$ cat src/rtl/arb_pair_pkg.sv
package arb_pair_pkg;

   // Bus owner; bit 0 is the receive grant, bit 1 the transmit grant
   typedef enum logic [1:0] {
      OWN_NONE = 2'b00,
      OWN_RX   = 2'b01,
      OWN_TX   = 2'b10
   } owner_e;

   // Outcome of one arbitration for the weight counter
   typedef struct packed {
      owner_e winner;
      logic   cnt_inc;
      logic   cnt_clr;
   } pick_t;

endpackage

$ cat src/rtl/arb_weight_ctr.sv
module arb_weight_ctr #(
   parameter int RATIO_W = 2,
   parameter int CNT_W   = RATIO_W + 1
) (
   input  logic               clk,
   input  logic               rst_n,
   input  logic [RATIO_W-1:0] ratio_code,
   input  logic               fire,
   input  logic               inc,
   input  logic               clr,
   output logic [CNT_W-1:0]   cnt_eff,
   output logic [CNT_W-1:0]   cnt_lim
);

   logic [RATIO_W-1:0] code_q;
   logic [CNT_W-1:0]   cnt_q;
   logic               code_chg;

   assign code_chg = (ratio_code != code_q);
   // a fresh code sees an empty count in the very cycle it appears
   assign cnt_eff  = code_chg ? '0 : cnt_q;
   assign cnt_lim  = CNT_W'(ratio_code) + CNT_W'(1);

   always_ff @(posedge clk or negedge rst_n) begin
      if (!rst_n) begin
         code_q <= '0;
         cnt_q  <= '0;
      end else begin
         code_q <= ratio_code;
         if (fire && clr)
            cnt_q <= '0;
         else if (fire && inc)
            cnt_q <= cnt_eff + CNT_W'(1);
         else
            cnt_q <= cnt_eff;
      end
   end

endmodule

$ cat src/rtl/arb_pick.sv
module arb_pick
   import arb_pair_pkg::*;
#(
   parameter int CNT_W = 3
) (
   input  logic             rx_req,
   input  logic             tx_req,
   input  logic             strict_mode,
   input  logic [CNT_W-1:0] cnt_eff,
   input  logic [CNT_W-1:0] cnt_lim,
   output pick_t            pick
);

   always_comb begin
      pick = '{winner: OWN_NONE, cnt_inc: 1'b0, cnt_clr: 1'b0};
      unique case ({rx_req, tx_req})
         2'b10: pick.winner = OWN_RX;
         2'b01: pick.winner = OWN_TX;
         2'b11: begin
            if (strict_mode) begin
               pick.winner = OWN_RX;
            end else if (cnt_eff >= cnt_lim) begin
               pick.winner  = OWN_TX;
               pick.cnt_clr = 1'b1;
            end else begin
               pick.winner  = OWN_RX;
               pick.cnt_inc = 1'b1;
            end
         end
         default: pick.winner = OWN_NONE;
      endcase
   end

endmodule

$ cat src/rtl/arb_grant_hold.sv
module arb_grant_hold
   import arb_pair_pkg::*;
(
   input  logic   clk,
   input  logic   rst_n,
   input  owner_e winner,
   input  logic   rx_done,
   input  logic   tx_done,
   output logic   idle,
   output owner_e owner
);

   logic release_now;

   assign idle        = (owner == OWN_NONE);
   assign release_now = ((owner == OWN_RX) && rx_done) ||
                        ((owner == OWN_TX) && tx_done);

   always_ff @(posedge clk or negedge rst_n) begin
      if (!rst_n)
         owner <= OWN_NONE;
      else if (idle)
         owner <= winner;
      else if (release_now)
         owner <= OWN_NONE;
   end

endmodule

$ cat src/rtl/dma_pair_arbiter.sv
module dma_pair_arbiter
   import arb_pair_pkg::*;
#(
   parameter int RATIO_W = 2
) (
   input  logic               clk,
   input  logic               rst_n,
   input  logic               rx_req,
   input  logic               tx_req,
   input  logic               rx_done,
   input  logic               tx_done,
   input  logic [RATIO_W-1:0] ratio_code,
   input  logic               strict_mode,
   output logic               rx_gnt,
   output logic               tx_gnt
);

   localparam int CNT_W = RATIO_W + 1;

   generate
      if (RATIO_W < 1 || RATIO_W > 6) begin : g_bad_width
         $error("dma_pair_arbiter: RATIO_W must lie in 1..6");
      end
   endgenerate

   pick_t            pick;
   owner_e           owner;
   logic             idle;
   logic             fire;
   logic [CNT_W-1:0] cnt_eff;
   logic [CNT_W-1:0] cnt_lim;

   assign fire = idle && (pick.winner != OWN_NONE);

   arb_weight_ctr #(
      .RATIO_W (RATIO_W),
      .CNT_W   (CNT_W)
   ) u_weight (
      .clk        (clk),
      .rst_n      (rst_n),
      .ratio_code (ratio_code),
      .fire       (fire),
      .inc        (pick.cnt_inc),
      .clr        (pick.cnt_clr),
      .cnt_eff    (cnt_eff),
      .cnt_lim    (cnt_lim)
   );

   arb_pick #(
      .CNT_W (CNT_W)
   ) u_pick (
      .rx_req      (rx_req),
      .tx_req      (tx_req),
      .strict_mode (strict_mode),
      .cnt_eff     (cnt_eff),
      .cnt_lim     (cnt_lim),
      .pick        (pick)
   );

   arb_grant_hold u_hold (
      .clk     (clk),
      .rst_n   (rst_n),
      .winner  (pick.winner),
      .rx_done (rx_done),
      .tx_done (tx_done),
      .idle    (idle),
      .owner   (owner)
   );

   assign rx_gnt = owner[0];
   assign tx_gnt = owner[1];

endmodule

$ cat config.mk
export PLATFORM = sky130hd
export DESIGN_NAME = dma_pair_arbiter
export DESIGN_NICKNAME = d
export VERILOG_FILES = /design/src/rtl/arb_pair_pkg.sv /design/src/rtl/arb_weight_ctr.sv /design/src/rtl/arb_pick.sv /design/src/rtl/arb_grant_hold.sv /design/src/rtl/dma_pair_arbiter.sv
export SDC_FILE = /design/constraint.sdc
export NUM_CORES = 1
export LEC_CHECK = 0
export ABC_AREA = 1
export BUFFER_PORTS_ARGS = -buffer_cell sky130_fd_sc_hd__buf_4
export CAP_MARGIN = 10
export CORE_AREA = 2 2 39 41
export CTS_CLUSTER_SIZE = 25
export DETAILED_ROUTE_END_ITERATION = 6
export DIE_AREA = 0 0 41 43
export HOLD_SLACK_MARGIN = 0.15
export SLEW_MARGIN = 5
export SYNTH_ARGS = -nofsm -noshare
export SYNTH_HDL_FRONTEND = slang
export SYNTH_HIERARCHICAL = 1
export SYNTH_SLANG_ARGS = --single-unit
$ cat constraint.sdc
create_clock -name clk -period 2.7 [get_ports clk]
set_clock_uncertainty 0.1 [all_clocks]
set_input_delay 0.27 -clock clk [delete_from_list [all_inputs] [get_ports clk]]
set_output_delay 0.27 -clock clk [all_outputs]
set_load 0.01 [all_outputs]
==> flow_metrics.env, run 1 <==
export IMPL_r2r_start="u_weight/code_q[0]"
export IMPL_syn_inst=73
export IMPL_synth_common_cells="nand2_1, inv_1, dfrtp_1"
export IMPL_synth_area_um2=523
export IMPL_whs_ns=0.165
export IMPL_worstSkewPairLatency_ns=0.25
export IMPL_clk_path_buf_depth=2
export IMPL_r2r_end="u_weight/cnt_q[1]"
export IMPL_vias_per_cell=4.46
export IMPL_p_leak_nw=0.432
export IMPL_multi_input_area_um2=312
export IMPL_layout_drive_gt1_share=0.319
export IMPL_hold_viol=0
export IMPL_worst_pin_slew_ns=0.200
export IMPL_cts_buffers_inserted=3
export IMPL_fill_cells=148
export IMPL_placed_cells=99
export IMPL_rrSetupSlack_ns=0.39
export IMPL_yosys_area_top_type="dfrtp_1"
export IMPL_ys_ff_latch=7
export IMPL_ant_nets=0
export IMPL_maxSlewViolCount=0
export IMPL_die_x_um=41
export IMPL_cts_sinks=7
export IMPL_grt_overflow=0
export IMPL_fin_area_um2=723
export IMPL_routedWlPerCell_um=9.23
export IMPL_worst_r2r_path_depth=15
export IMPL_place_hpwl_um=742
export IMPL_route_vias_total=477
export IMPL_syn_nets=87
export IMPL_htreeDepth=1
export IMPL_yosys_warnings=6
export IMPL_die_area_um2=1760
export IMPL_rows=14
export IMPL_cp_top_family="simple AND/OR/NAND/NOR gates"
export IMPL_initial_core_util=0.378
export IMPL_die_y_um=43
export IMPL_drtIter0Drc=0
export IMPL_hold_path_depth=4
export IMPL_finalCritPeriodShare=0.922
export IMPL_min_from="rx_done"
export IMPL_critPathMaxStageDelay_ns=0.60
export IMPL_tns_ns=0
export IMPL_io_pins=11
export IMPL_grt_pass1_vias=393
export IMPL_hold_path_class="input port to flip-flop"
export IMPL_clock_fmax_ghz=0.402
export IMPL_powerDensity_nw_per_um2=510
export IMPL_hold_path_endpoint="u_hold/owner[0]"
export IMPL_status="completed"
export IMPL_place_area_um2=618
export IMPL_grt_start_max_net_pins=8
export IMPL_max_cap_violations=0
export IMPL_crit_path_end_kind="flip-flop"
export IMPL_cp_cell_sequence="dlygate4sd3_1 -> inv_1 -> nand2_1 -> nand2_2 -> nand3_1 -> inv_1 -> ha_1 -> nand2_1 -> clkinv_1 -> nand2_2 -> nand2_4 -> a21oi_2 -> nor2_1 -> nor2_2 -> nand2_2 -> o21ai_1 -> a21oi_1"
export IMPL_fin_crit_ns=2.49
export IMPL_cpMaxStageDelayCell="dlygate4sd3_1"
export IMPL_critPathBufInv=4
export IMPL_portBuffers=10
export IMPL_setup_viol=0
export IMPL_drc_errors=0
export IMPL_detail_route_wirelength_um=988
export IMPL_area_growth_pct=38.3
export IMPL_maxSlewHeadroom=0.866
export IMPL_track_usage=0.136
export IMPL_synth_ff_type="dfrtp_1"
export IMPL_synth_distinct_cells=15
export IMPL_arrival_ns=2.52
export IMPL_synth_edf_count=0
export IMPL_yosysMostFrequentCell="nand2_1"
export IMPL_critPathLaunchType="input port"
export IMPL_antenna_found_initial=0
export IMPL_nets=106
export IMPL_clkSlewWorstSetupHoldPaths_ns=0.05
export IMPL_synthArstFlopShare=1.00
export IMPL_crit_type="input port to flip-flop"
export IMPL_worstPathMaxFanout=5
export IMPL_cts_tree="done"
export IMPL_cp_required_ns=2.73
export IMPL_stdcell_count=107
export IMPL_cpMostUsedCell="nand2_2"
export IMPL_grt_pass1_wl_um=1550
export IMPL_cts_root_buf="clkbuf_4"
export IMPL_regArea_um2=175
export IMPL_yosysSeqAreaShare=0.335
export IMPL_gp_congestion=0.718
export IMPL_syn_area_per_cell_um2=7.16
export IMPL_synth_area_leaders="dfrtp_1, nand2_1, inv_1, ha_1, nand2_2"
export IMPL_core_area_um2=1380
export IMPL_n_antenna_cell=0
export IMPL_first_pass_iters=1
export IMPL_ir_drop_v=0.000200
export IMPL_synth_top_area_frac=0.335
worst max path at each step:
| stage | startpoint | to | slack [ns] | depth (start not counted) |
|---|---|---|---|---|
| 2_1_floorplan | u_weight/code_q[0] | u_weight/cnt_q[1] | 0.59 | 15 |
| 3_3_place_gp | ratio_code[0] | u_weight/cnt_q[1] | 0.36 | 16 |
| 3_5_place_dp | ratio_code[0] | u_weight/cnt_q[1] | 0.33 | 16 |
| 4_1_cts | ratio_code[0] | u_weight/cnt_q[1] | 0.03 | 17 |
| 5_1_grt | ratio_code[1] | u_weight/cnt_q[1] | -0.009 | 17 |
| 6_report | ratio_code[1] | u_weight/cnt_q[1] | 0.21 | 17 |
cells by family (layout without fill, tap and decap cells):
| logic type | count (synthesis) | after routing | synth area share |
|---|---|---|---|
| simple gates | 35 | 35 | 0.313 |
| buf+inv | 19 | 37 | 0.136 |
| flops | 7 | 7 | 0.335 |
| compound gates | 6 | 6 | 0.0646 |
| fa+ha+maj | 5 | 5 | 0.120 |
| xor+xnor | 1 | 1 | 0.0311 |
final cells by class:
| cell class | count | area share |
|---|---|---|
| repair buffers | 14 | 0.164 |
| flip-flops and latches | 7 | 0.242 |
| clock buffers | 4 | 0.0363 |
| inverters | 19 | 0.0986 |
| well taps | 16 | 0.0277 |
| multi-input cells | 47 | 0.431 |
registers in the layout, indices dropped and copies added (netlist names):
register         flops
u_hold/owner         2
u_weight/cnt_q       3
u_weight/code_q      2
what timing repair did:
item                       CTS  global route
hold endpoints to repair     9             0
setup endpoints to repair    0             3
hold buffers                 3             0
resized for setup            0            11
buffers inserted             0             2
layout by cell type (no fill, tap or decap), drive strengths merged:
master | netlist | final
a21oi | 5 | 5
buf | 0 | 11
clkbuf | 0 | 4
clkinv | 1 | 1
dfrtp | 7 | 7
dlygate4sd3 | 0 | 2
dlymetal6s4s | 0 | 1
ha | 5 | 5
inv | 18 | 18
nand2 | 23 | 23
nand3 | 4 | 4
nand4 | 2 | 2
nor2 | 6 | 6
o21ai | 1 | 1
xnor2 | 1 | 1
through the flow:
step           worst slack, ns  utilization  power [mW]
6_report                 0.211        0.523       0.369
5_1_grt               -0.00937        0.523       0.399
4_1_cts                 0.0296        0.487       0.362
3_5_place_dp             0.328        0.447       0.263
3_3_place_gp             0.356        0.447       0.257
2_1_floorplan            0.591            -       0.212
metal layers:
layer | routed length (µm) | global-route usage | vias to the layer above
met1 | 431 | 0.167 | 210
met2 | 488 | 0.188 | 8
met4 | 43 | 0.140 | 0
li1 | - | - | 255
met5 | 0 | 0 | -
met3 | 24 | 0.0157 | 4
tightest hold or removal path, cell delays in order:
cell and delay [ns]:
buf_4 0.08, nand2_1 0.04, nand2_1 0.05, nand2_1 0.04
power by group:
group | internal, mW | switching (mW)
Clock | 0.0563 | 0.0372
Sequential | 0.123 | 0.0210
Combinational | 0.0601 | 0.0716
Total | 0.239 | 0.130
Power figures use the tool's default switching activity.
==> run 2, diff against run 1 <==
SETUP_SLACK_MARGIN = 0.4   (was default)
==> run 2 against run 1 <==
Against the previous run: cell count grew 0.93%; core utilization up 3.3 points; worst setup slack better by 0.21 ns; flip-flop and latch count stayed put; die area is the same; power increased by 1.4%; clock power rose by 2.7%; global-route usage decreased by 0.51 points; non-clock buffer count increased by 1; first-iteration DRC count grew 3; via count increased by 1.3%; critical path depth fell by 1; critical path type is now flip-flop to flip-flop; largest cell class unchanged.
==> flow_metrics.env, run 2 (synthesis gave the netlist of run 1 again) <==
export IMPL_grt_pass1_vias=380
export IMPL_die_x_um=41
export IMPL_cts_sinks=7
export IMPL_antenna_found_initial=0
export IMPL_fin_crit_ns=2.28
export IMPL_die_y_um=43
export IMPL_routedWlPerCell_um=8.76
export IMPL_maxSlewHeadroom=0.818
export IMPL_die_area_um2=1760
export IMPL_grt_start_max_net_pins=8
export IMPL_worst_r2r_path_depth=16
export IMPL_max_cap_violations=0
export IMPL_hold_viol=0
export IMPL_rrSetupSlack_ns=0.42
export IMPL_fill_cells=143
export IMPL_route_vias_total=483
export IMPL_core_area_um2=1380
export IMPL_rsz0062_at_grt="true"
export IMPL_cts_root_buf="clkbuf_4"
export IMPL_cts_buffers_inserted=3
export IMPL_final_common_cell="nand2_1"
export IMPL_tns_ns=0
export IMPL_nets=107
export IMPL_crit_path_end_kind="flip-flop"
export IMPL_maxSlewViolCount=0
export IMPL_first_pass_iters=3
export IMPL_cts_tree="done"
export IMPL_clkSlewWorstSetupHoldPaths_ns=0.05
export IMPL_hold_path_endpoint="u_hold/owner[1]"
export IMPL_track_usage=0.131
export IMPL_multi_input_area_um2=357
export IMPL_detail_route_wirelength_um=946
export IMPL_largest_register_ffs=3
export IMPL_cp_top_family="simple AND/OR/NAND/NOR gates"
export IMPL_vias_per_cell=4.47
export IMPL_p_leak_nw=0.430
export IMPL_critPathMaxStageDelay_ns=0.39
export IMPL_arrival_ns=2.36
export IMPL_final_cell_mix="nand2_1, inv_1, buf_4, dfrtp_1, nand2_2"
export IMPL_htreeDepth=1
export IMPL_grt_overflow=0
export IMPL_crit_cells=16
export IMPL_crit_type="flip-flop to flip-flop"
export IMPL_r2r_end="u_weight/cnt_q[2]"
export IMPL_finalCritPeriodShare=0.845
export IMPL_hold_path_depth=4
export IMPL_regArea_um2=175
export IMPL_n_antenna_cell=0
export IMPL_drtIter0Drc=3
export IMPL_regMostFlops="u_weight/cnt_q"
export IMPL_layout_drive_gt1_share=0.424
export IMPL_initial_core_util=0.378
export IMPL_critPathBufInv=4
export IMPL_gp_congestion=0.718
export IMPL_cp_cell_sequence="xnor2_2 -> buf_4 -> nand3_4 -> inv_2 -> ha_4 -> nand2_2 -> inv_2 -> nand2_2 -> nand2_4 -> a21oi_2 -> nor2_1 -> nor2_2 -> nand3_2 -> inv_1 -> nand2_1 -> a21oi_1"
export IMPL_portBuffers=10
export IMPL_worstPathMaxFanout=4
export IMPL_stdcell_count=108
export IMPL_worstSkewPairLatency_ns=0.25
export IMPL_worst_pin_slew_ns=0.271
export IMPL_placed_cells=99
export IMPL_powerDensity_nw_per_um2=486
export IMPL_area_growth_pct=47.1
export IMPL_place_hpwl_um=742
export IMPL_crit_start="u_weight/code_q[0]"
export IMPL_largestRegisters="u_weight/cnt_q: 3 flops, u_hold/owner: 2 flops, u_weight/code_q: 2 flops"
export IMPL_hold_path_class="input port to flip-flop"
export IMPL_rows=14
export IMPL_io_pins=11
export IMPL_status="completed"
export IMPL_grt_pass1_wl_um=1490
export IMPL_clock_fmax_ghz=0.438
export IMPL_drc_errors=0
export IMPL_critPathLaunchType="flip-flop"
export IMPL_min_from="tx_done"
export IMPL_ant_nets=0
export IMPL_r2r_start="u_weight/code_q[0]"
export IMPL_cp_required_ns=2.78
export IMPL_setup_viol=0
export IMPL_cpMaxStageDelayCell="dfrtp_1"
export IMPL_clk_path_buf_depth=2
export IMPL_ir_drop_v=0.000231
-- run 2: cell count changes in the layout (fill, tap and decap cells not counted), sizes merged --
cell,delta
inv,+1
dlymetal6s4s,-1
clkinv,-1
buf,+1
dlygate4sd3,+1
-- run 2: worst max-delay path by stage --
stage                                    to
after floorplan           u_weight/cnt_q[1]
after global placement    u_weight/cnt_q[1]
after detailed placement  u_weight/cnt_q[1]
after CTS                 u_weight/cnt_q[1]
after global routing      u_weight/cnt_q[1]
final                     u_weight/cnt_q[2]
-- run 2: routing by layer --
layer / up-vias / global-route usage / share of wire
met1: 214 / 0.164 / 0.46
met2: 8 / 0.175 / 0.46
met5: - / 0 / 0
met3: 4 / 0.0157 / 0.025
met4: 0 / 0.140 / 0.045
li1: 257 / - / -
-- run 2: through the flow --
step	util	setup WS (ns)	hold WS [ns]	total power, mW	area (µm²)
after global placement	0.447	0.356	-0.0111	0.257	618
after detailed placement	0.447	0.328	-0.0132	0.263	618
after CTS	0.493	0.366	0.161	0.362	682
after global routing	0.556	0.254	0.179	0.403	769
final	0.556	0.418	0.155	0.374	769
after floorplan	-	0.591	-0.126	0.212	523
-- run 2: power by group --
group	switching (mW)	total [mW]	internal, mW	leakage, nW
logic	0.0736	0.135	0.0619	0.325
clock network	0.0396	0.0960	0.0565	0.0150
registers	0.0199	0.143	0.123	0.0897
total	0.133	0.374	0.241	0.430
-- run 2: repair_timing --
item,in CTS,in global routing
resized for setup,0,19
hold buffers,3,0
endpoints found under the setup margin,3,3
buffers inserted,1,1
pin swaps,0,10
endpoints found under the hold margin,9,0
-- run 2: layout make-up --
| type | count | share of cell area |
|---|---|---|
| Clock buffer | 4 | 0.0341 |
| Inverter | 19 | 0.0927 |
| Multi-Input combinational cell | 47 | 0.463 |
| Sequential cell | 7 | 0.228 |
| Tap cell | 16 | 0.0260 |
| Timing Repair Buffer | 15 | 0.156 |
-- run 2: worst min-delay path, stage by stage --
cell,delay (ns)
buf_4,0.07
nand2_1,0.04
nand2_1,0.04
nand2_1,0.04
